File: src/rtl/qenc_pkg.sv
package qenc_pkg;

    typedef enum logic [3:0] {
        MODE_QUAD_A  = 4'd1,
        MODE_QUAD_B  = 4'd2,
        MODE_QUAD_AB = 4'd3,
        MODE_CDIR_X2 = 4'd10,
        MODE_CDIR_X1 = 4'd11,
        MODE_UPDN_X2 = 4'd12,
        MODE_UPDN_X1 = 4'd13,
        MODE_X1_A    = 4'd14,
        MODE_X1_B    = 4'd15
    } mode_e;

    localparam int NUM_CH = 2;
    localparam int CH_A   = 0;
    localparam int CH_B   = 1;

    typedef struct packed {
        logic lvl;
        logic rise;
        logic fall;
    } chan_ev_t;

    typedef struct packed {
        logic up;
        logic dn;
    } step_t;

    function automatic logic mode_counts(input logic [3:0] m);
        return (m >= 4'd1 && m <= 4'd3) || (m >= 4'd10);
    endfunction

    function automatic logic edge_pick(input chan_ev_t ev, input logic pol);
        return pol ? ev.fall : ev.rise;
    endfunction

endpackage

File: src/rtl/qenc_edge.sv
module qenc_edge
    import qenc_pkg::*;
(
    input  logic     clk,
    input  logic     lvl_i,
    output chan_ev_t ev_o
);
    logic prev_q;

    always_ff @(posedge clk) begin
        prev_q <= lvl_i;
    end

    always_comb begin
        ev_o.lvl  = lvl_i;
        ev_o.rise = lvl_i & ~prev_q;
        ev_o.fall = ~lvl_i & prev_q;
    end
endmodule

File: src/rtl/qenc_decode.sv
module qenc_decode
    import qenc_pkg::*;
(
    input  logic [3:0] mode_i,
    input  logic       pol_a_i,
    input  logic       pol_b_i,
    input  chan_ev_t   ev_a_i,
    input  chan_ev_t   ev_b_i,
    output step_t      step_o
);
    logic any_a, any_b, sel_a, sel_b, quad_a_up, quad_b_up;

    always_comb begin
        any_a     = ev_a_i.rise | ev_a_i.fall;
        any_b     = ev_b_i.rise | ev_b_i.fall;
        sel_a     = edge_pick(ev_a_i, pol_a_i);
        sel_b     = edge_pick(ev_b_i, pol_b_i);
        quad_a_up = ev_a_i.lvl ^ ev_b_i.lvl;
        quad_b_up = ~(ev_a_i.lvl ^ ev_b_i.lvl);
        step_o    = '0;
        case (mode_i)
            MODE_QUAD_A: if (any_a) begin
                step_o.up = quad_a_up;
                step_o.dn = ~quad_a_up;
            end
            MODE_QUAD_B: if (any_b) begin
                step_o.up = quad_b_up;
                step_o.dn = ~quad_b_up;
            end
            MODE_QUAD_AB: begin
                if (any_a && !any_b) begin
                    step_o.up = quad_a_up;
                    step_o.dn = ~quad_a_up;
                end else if (any_b && !any_a) begin
                    step_o.up = quad_b_up;
                    step_o.dn = ~quad_b_up;
                end
            end
            MODE_X1_A: if (sel_a) begin
                step_o.up = quad_a_up;
                step_o.dn = ~quad_a_up;
            end
            MODE_X1_B: if (sel_b) begin
                step_o.up = quad_b_up;
                step_o.dn = ~quad_b_up;
            end
            MODE_CDIR_X2: if (any_a) begin
                step_o.up = ~ev_b_i.lvl;
                step_o.dn = ev_b_i.lvl;
            end
            MODE_CDIR_X1: if (sel_a) begin
                step_o.up = ~ev_b_i.lvl;
                step_o.dn = ev_b_i.lvl;
            end
            MODE_UPDN_X2: begin
                step_o.up = any_a & ~any_b;
                step_o.dn = any_b & ~any_a;
            end
            MODE_UPDN_X1: begin
                step_o.up = sel_a & ~sel_b;
                step_o.dn = sel_b & ~sel_a;
            end
            default: step_o = '0;
        endcase
    end
endmodule

File: src/rtl/qenc_counter.sv
module qenc_counter
    import qenc_pkg::*;
#(
    parameter int CNT_W = 16
) (
    input  logic             clk,
    input  logic             rst,
    input  step_t            step_i,
    input  logic [CNT_W-1:0] reload_i,
    output logic [CNT_W-1:0] count_o,
    output logic             dir_down_o,
    output logic             update_o
);
    localparam logic [CNT_W-1:0] ONE = CNT_W'(1);

    always_ff @(posedge clk) begin
        if (rst) begin
            count_o    <= '0;
            dir_down_o <= 1'b0;
            update_o   <= 1'b0;
        end else begin
            update_o <= 1'b0;
            if (step_i.up) begin
                dir_down_o <= 1'b0;
                if (count_o == reload_i) begin
                    count_o  <= '0;
                    update_o <= 1'b1;
                end else begin
                    count_o <= count_o + ONE;
                end
            end else if (step_i.dn) begin
                dir_down_o <= 1'b1;
                if (count_o == '0) begin
                    count_o  <= reload_i;
                    update_o <= 1'b1;
                end else begin
                    count_o <= count_o - ONE;
                end
            end
        end
    end
endmodule

File: src/rtl/qenc_front.sv
module qenc_front
    import qenc_pkg::*;
#(
    parameter int CNT_W = 16
) (
    input  logic             clk,
    input  logic             rst,
    input  logic             ch_a,
    input  logic             ch_b,
    input  logic [3:0]       mode_sel,
    input  logic             pol_a,
    input  logic             pol_b,
    input  logic [CNT_W-1:0] reload,
    output logic [CNT_W-1:0] count,
    output logic             dir_down,
    output logic             update
);
    logic [NUM_CH-1:0] ch_lvl;
    chan_ev_t          ch_ev [NUM_CH];
    step_t             step;

    assign ch_lvl = {ch_b, ch_a};

    for (genvar i = 0; i < NUM_CH; i++) begin : g_edge
        qenc_edge u_edge (
            .clk   (clk),
            .lvl_i (ch_lvl[i]),
            .ev_o  (ch_ev[i])
        );
    end

    qenc_decode u_decode (
        .mode_i  (mode_sel),
        .pol_a_i (pol_a),
        .pol_b_i (pol_b),
        .ev_a_i  (ch_ev[CH_A]),
        .ev_b_i  (ch_ev[CH_B]),
        .step_o  (step)
    );

    qenc_counter #(.CNT_W(CNT_W)) u_counter (
        .clk        (clk),
        .rst        (rst),
        .step_i     (step),
        .reload_i   (reload),
        .count_o    (count),
        .dir_down_o (dir_down),
        .update_o   (update)
    );
endmodule

File: config.mk
export PLATFORM = sky130hd
export DESIGN_NAME = qenc_front
export DESIGN_NICKNAME = d
export VERILOG_FILES = /design/src/rtl/qenc_pkg.sv /design/src/rtl/qenc_edge.sv /design/src/rtl/qenc_decode.sv /design/src/rtl/qenc_counter.sv /design/src/rtl/qenc_front.sv
export SDC_FILE = /design/constraint.sdc
export NUM_CORES = 1
export LEC_CHECK = 0
export BUFFER_PORTS_ARGS = -buffer_cell sky130_fd_sc_hd__buf_2
export CORE_ASPECT_RATIO = 1.5
export CORE_MARGIN = 1.5
export CORE_UTILIZATION = 60
export DETAILED_ROUTE_END_ITERATION = 10
export PLACE_DENSITY = 0.86
export SLEW_MARGIN = 20
export SYNTH_ARGS = -nofsm -noshare
export SYNTH_HDL_FRONTEND = slang
export SYNTH_SLANG_ARGS = --single-unit
File: constraint.sdc
create_clock -name clk -period 5 [get_ports clk]
set_clock_uncertainty 0.15 [all_clocks]
set_input_delay 0.75 -clock clk [delete_from_list [all_inputs] [get_ports clk]]
set_output_delay 0.75 -clock clk [all_outputs]
set_load 0.05 [all_outputs]
* Yosys cells after proc, flatten, opt, wreduce, memory -nomap -nowiden
Index checks and enable logic that the tools add are counted.
Operators by class: $add $sub $neg 2, equality and inequality tests 10, muxes and demuxes 19, bitwise logic cells 20, reductions and logical operators 7
Operator list (number):
- $mux 16 | 4
- $eq 4x4->1 const B | 6
- $pmux 2 s9 | 1
- $add 16x1->16 const B | 1
- $eq 16x16->1 | 1
- $logic_not 16->1 | 1
- $mux 2 | 8
- $sub 16x1->16 const B | 1
- $not 1->1 | 9
- $and 1x1->1 | 8
- $eq 4x2->1 const B | 2
- $mux 1 | 6
- $eq 4x1->1 const B | 1
- $logic_and 1x1->1 | 2
- $logic_not 1->1 | 2
- $or 1x1->1 | 2
- $reduce_bool 2->1 | 1
- $reduce_or 2->1 | 1
- $xor 1x1->1 | 1
Word-level totals: flip-flop bits (word level) 20, bits of input ports 26, word-level logic and storage cells 63

* Depth between registers and ports, before layout
depth in word-level cells 10, depth in mapped cells 11, mapped depth without buffers 9

* Modules after synthesis
Synthesis repeated with hierarchy kept, for this count alone.
Second synthesis, totals: cell total of the unflattened synthesis 308, area, all modules 2294.7 µm²
By module, submodules not included:
- qenc_counter | instances 1, cells each 258, area an instance 1911.8 µm², sequential area each 360.3 µm²
- qenc_decode | instances 1, cells each 42, area an instance 297.8 µm², sequential area each 0.0 µm²
- qenc_edge | instances 2, cells each 4, area an instance 42.5 µm², sequential area each 20.0 µm²

* Least setup slack after synthesis
Ideal clock, no wire load.
path kind input to register, start point input mode_sel[0], end point register u_counter.count_o[14], arrival 2.556 ns, required time 4.730 ns, setup slack 2.174 ns, cell stages on the path 8, cell sequence buf_6 or4b_1 o22ai_2 mux2i_1 a22o_4 and3b_4 a22o_1 a211o_1
Between the ends: longest elaborated chain between the ends 3, elaborated cells on any way between the ends 12, those cells by class eq/ne: 9; mux: 2; reduce/logical: 1
RTL lines:
- start, declared | RTL line qenc_front.sv:10 | input logic [3:0] mode_sel,
- $eq 4x4->1 (tied with other cells) | RTL line qenc_decode.sv:21 | case (mode_i)
- $pmux 2 s9 (*) | RTL line qenc_decode.sv:21
- $mux 16 or $reduce_bool 2->1 (tied branches)
- end signal, assigned | RTL line qenc_counter.sv:29 | count_o <= count_o + ONE;
- end signal, assigned | RTL line qenc_counter.sv:34 | count_o <= reload_i;
- end signal, assigned | RTL line qenc_counter.sv:37 | count_o <= count_o - ONE;
- end, declared | RTL line qenc_counter.sv:10 | output logic [CNT_W-1:0] count_o,
Mark *: on every way between the ends. The rest lies on a longest branch, timed or not. A chain may end at the register's enable or synchronous reset.

* Final worst setup path
start point input ch_a, end point register u_counter.count_o[14]
Between the ends: longest elaborated chain between the ends 9, elaborated cells on any way between the ends 27, those cells by class mux: 11; bitwise: 12; reduce/logical: 4
RTL lines:
- start, declared | RTL line qenc_front.sv:8 | input logic ch_a,
- $not 1->1 | RTL line qenc_edge.sv:17 | ev_o.fall = ~lvl_i & prev_q;
- $and 1x1->1 | RTL line qenc_edge.sv:17
- $or 1x1->1 | RTL line qenc_decode.sv:14 | any_a = ev_a_i.rise | ev_a_i.fall;
- $logic_not 1->1 | RTL line qenc_decode.sv:34 | end else if (any_b && !any_a) begin
- $logic_and 1x1->1 | RTL line qenc_decode.sv:34
- $mux 2 | RTL line qenc_decode.sv:34
- $mux 2 | RTL line qenc_decode.sv:31 | if (any_a && !any_b) begin
- $pmux 2 s9 (*) | RTL line qenc_decode.sv:21
- $mux 16 or $reduce_bool 2->1 (tied branches)
Marks and branches as above.

==> impl_metrics.csv <==
group,metric,value,unit
sta,relSlewSlack,0.493,
global_routing,grt_antenna_before_repair,0,
power,internal_power,0.539,mW
final_layout,multi_input_area,0.00165,mm^2
worst_setup_path,critPathBufInv,2,
synth,yosysTopAreaCell,"dfxtp_1",
clock_tree,cts_tree,"built",
clock_tree,cts_setup_buffers,0,
route,drt_wl_total,6270,um
synth,synth_ff_type,"dfxtp_1",
final_layout,seq_area,400,um^2
global_routing,overflow,0,
final_layout,fin_cells,361,
clock_tree,htreeDepth,1,
clock_tree,cts_buffers,3,
global_routing,track_usage,0.317,
power,swShare,0.502,
clock_tree,path_clk_slew,0.09,ns
worst_setup_path,cp.arrival,3.26,ns
placement,dp_slack,1.59,ns
synth,yosys_warnings,0,
floorplan,die_w,52.8,um
final_layout,synthToLayoutAreaGrowth,9.93,%
power,p_seq_frac,0.253,
worst_setup_path,cp_top_family,"compound AO/OA/AOI/OAI gates",
clock_tree,cts.repair.resized,0,
clock_tree,clock_latency,0.28,ns
route,drc_errors,0,
route,route.detailed.wl_per_inst,17.4,um
sta,slew_viol_final,0,
floorplan,initial_core_util,0.617,
sta,final-hold-violation-count,0,
synth,ys_seq_area_frac,0.180,
sta,setup_viol,0,
final_layout,layout-drive-gt1-share,0.201,
power,p_switching,0.543,mW
route,routed_via_density,6.59,
clock_tree,cts-hold-fix-buffers,0,
power,clkPwrFrac,0.159,
power,p_comb_frac,0.588,
worst_setup_path,crit_fanout,11,
sta,whs,0.316,ns
floorplan,die_area,0.00410,mm^2
placement,placedCellCount,357,
floorplan,core.rowCount,27,
power,p_leak,1.05,nW
clock_tree,numClockSinks,20,
placement,hpwlAfterDp,4480,um
synth,synth_seq_cells,20,
placement,port_buffers,43,
synth,synth_edf_count,0,
worst_setup_path,slowest_stage,"a211oi_2",
sta,worst_pin_slew,0.758,ns
synth,syn_nets,330,
placement,gp_congestion,0.863,
power,total_power,1.08,mW
worst_setup_path,cp.required,5.08,ns
sta,finalWorstSetupSlack,1.81,ns
synth,async_reset_ff_frac,0,
worst_setup_path,startpoint_type,"input port",
hold_path,min_path_type,"flop to flop",
synth,avgSynthCellArea,7.61,um^2
flow_run,max_cap_viol_count,0,
worst_setup_path,crit_chain,"buf_2, inv_1, ha_1, o32ai_1, mux2i_1, a22o_4, a211oi_2, nor3b_2, a211o_1",
route,via_count,2378,
final_layout,fill_cells,325,
synth,synth_top_area_share,0.180,
power,power_density,441,mW/mm^2
sta,finalSetupTns,0,ns
run_status,status,"complete, no violations",
synth,synthCells,293,
sta,grt_setup_unrepaired,"no",
clock_tree,cts_root_buffer,"clkbuf_8",
floorplan,num_io_pins,44,
floorplan,chipHeight,77.7,um
route,drt-initial-drc-count,167,
route,firstDrtPassIters,5,
synth,synth.cell_area,0.00223,mm^2
sta,fmax,314,MHz
sta,fin_crit,3.19,ns
power,vdd.ir_drop.worst,255,uV
worst_setup_path,crit_path_end_kind,"flop",
final_layout,n_antenna_cell,0,
route,ant_nets,0,
synth,yosysUniqueCellTypes,65,
global_routing,grt_pass1_vias,2175,
sta,timing.final.crit_share,0.637,
worst_setup_path,crit_type,"input port to flop",
floorplan,core,0.00361,mm^2
global_routing,grt_pass1_wl,9980,um
final_layout,nets,356,
synth,ys_top_cells_by_area,"dfxtp_1, xnor2_1, ha_1",
worst_setup_path,cpPeakStageDelay,0.64,ns
clock_tree,cts_max_path_buffers,2,
global_routing,grt_start_max_net_pins,22,
layout by cell type (no fill, tap or decap), types with 4 or more instances in the layout:
master,instances
buf_2,43
nor2_1,28
nand2_1,24
xnor2_1,23
dfxtp_1,20
a21oi_1,15
inv_1,13
ha_1,11
nand3_1,10
o21ai_0,10
mux2i_1,9
nor3_1,9
nand4_1,8
o22ai_1,6
a211oi_1,4
and3_1,4
nand2b_1,4
xor2_1,4
synth_stat cells, drive strengths merged, types with 5 or more instances:
master  number
a211oi       5
a21oi       16
buf         10
clkbuf      13
dfxtp       20
ha          11
inv         13
mux2i        9
nand2       24
nand3       10
nand4        8
nor2        28
nor3        10
o21ai       12
o22ai        7
xnor2       23
final timing paths:
check | startpoint | end | slack (ns) | depth (start not counted)
setup / recovery | ch_a | u_counter.count_o[14] | 1.81 | 9
hold / removal | u_counter.dir_down_o | u_counter.dir_down_o | 0.32 | 1
setup reg to reg | u_counter.count_o[3] | u_counter.count_o[2] | 2.11 | 6
hold reg to reg | u_counter.dir_down_o | u_counter.dir_down_o | 0.32 | 1
flip-flops by register name, indices dropped and copies added, names as in the netlist:
register	count
u_counter.update_o	1
g_edge.u_edge.prev_q	2
u_counter.count_o	16
u_counter.dir_down_o	1
per-stage QoR:
| step | cell area, um^2 | utilization |
|---|---|---|
| 2_1_floorplan | 2230 | - |
| 3_3_place_gp | 2380 | 0.658 |
| 3_5_place_dp | 2380 | 0.658 |
| 4_1_cts | 2450 | 0.678 |
| 5_1_grt | 2450 | 0.678 |
| 6_report | 2450 | 0.678 |
cell type report:
type | instances | share of cell area
clock inverters | 1 | 0.0123
inverters | 13 | 0.0199
repair buffers | 44 | 0.0909
well taps | 43 | 0.0219
flip-flops and latches | 20 | 0.163
multi-input cells | 237 | 0.675
clock buffers | 3 | 0.0168
power groups by stage:
stage	clock network, mW	registers [mW]	logic, mW
finish	0.172	0.273	0.636
global placement	0	0.272	0.615
CTS	0.171	0.269	0.627
floorplan	0	0.330	0.457
global route	0.178	0.280	0.692
detailed placement	0	0.272	0.623
layer usage:
metal	GRT usage	vias up	wire [um]	share of wire
met5	0	-	0	0
met4	0.195	0	316	0.050
met3	0.0481	36	541	0.086
met2	0.525	148	3140	0.50
met1	0.368	1083	2270	0.36
li1	-	1111	-	-
cell families after synthesis:
family / synth area share
simple gates: 0.295
xor+xnor: 0.106
fa+ha+maj: 0.0617
compound gates: 0.239
buf+inv: 0.0786
mux: 0.0404
flops: 0.180
(Power assumes the default switching activity.)
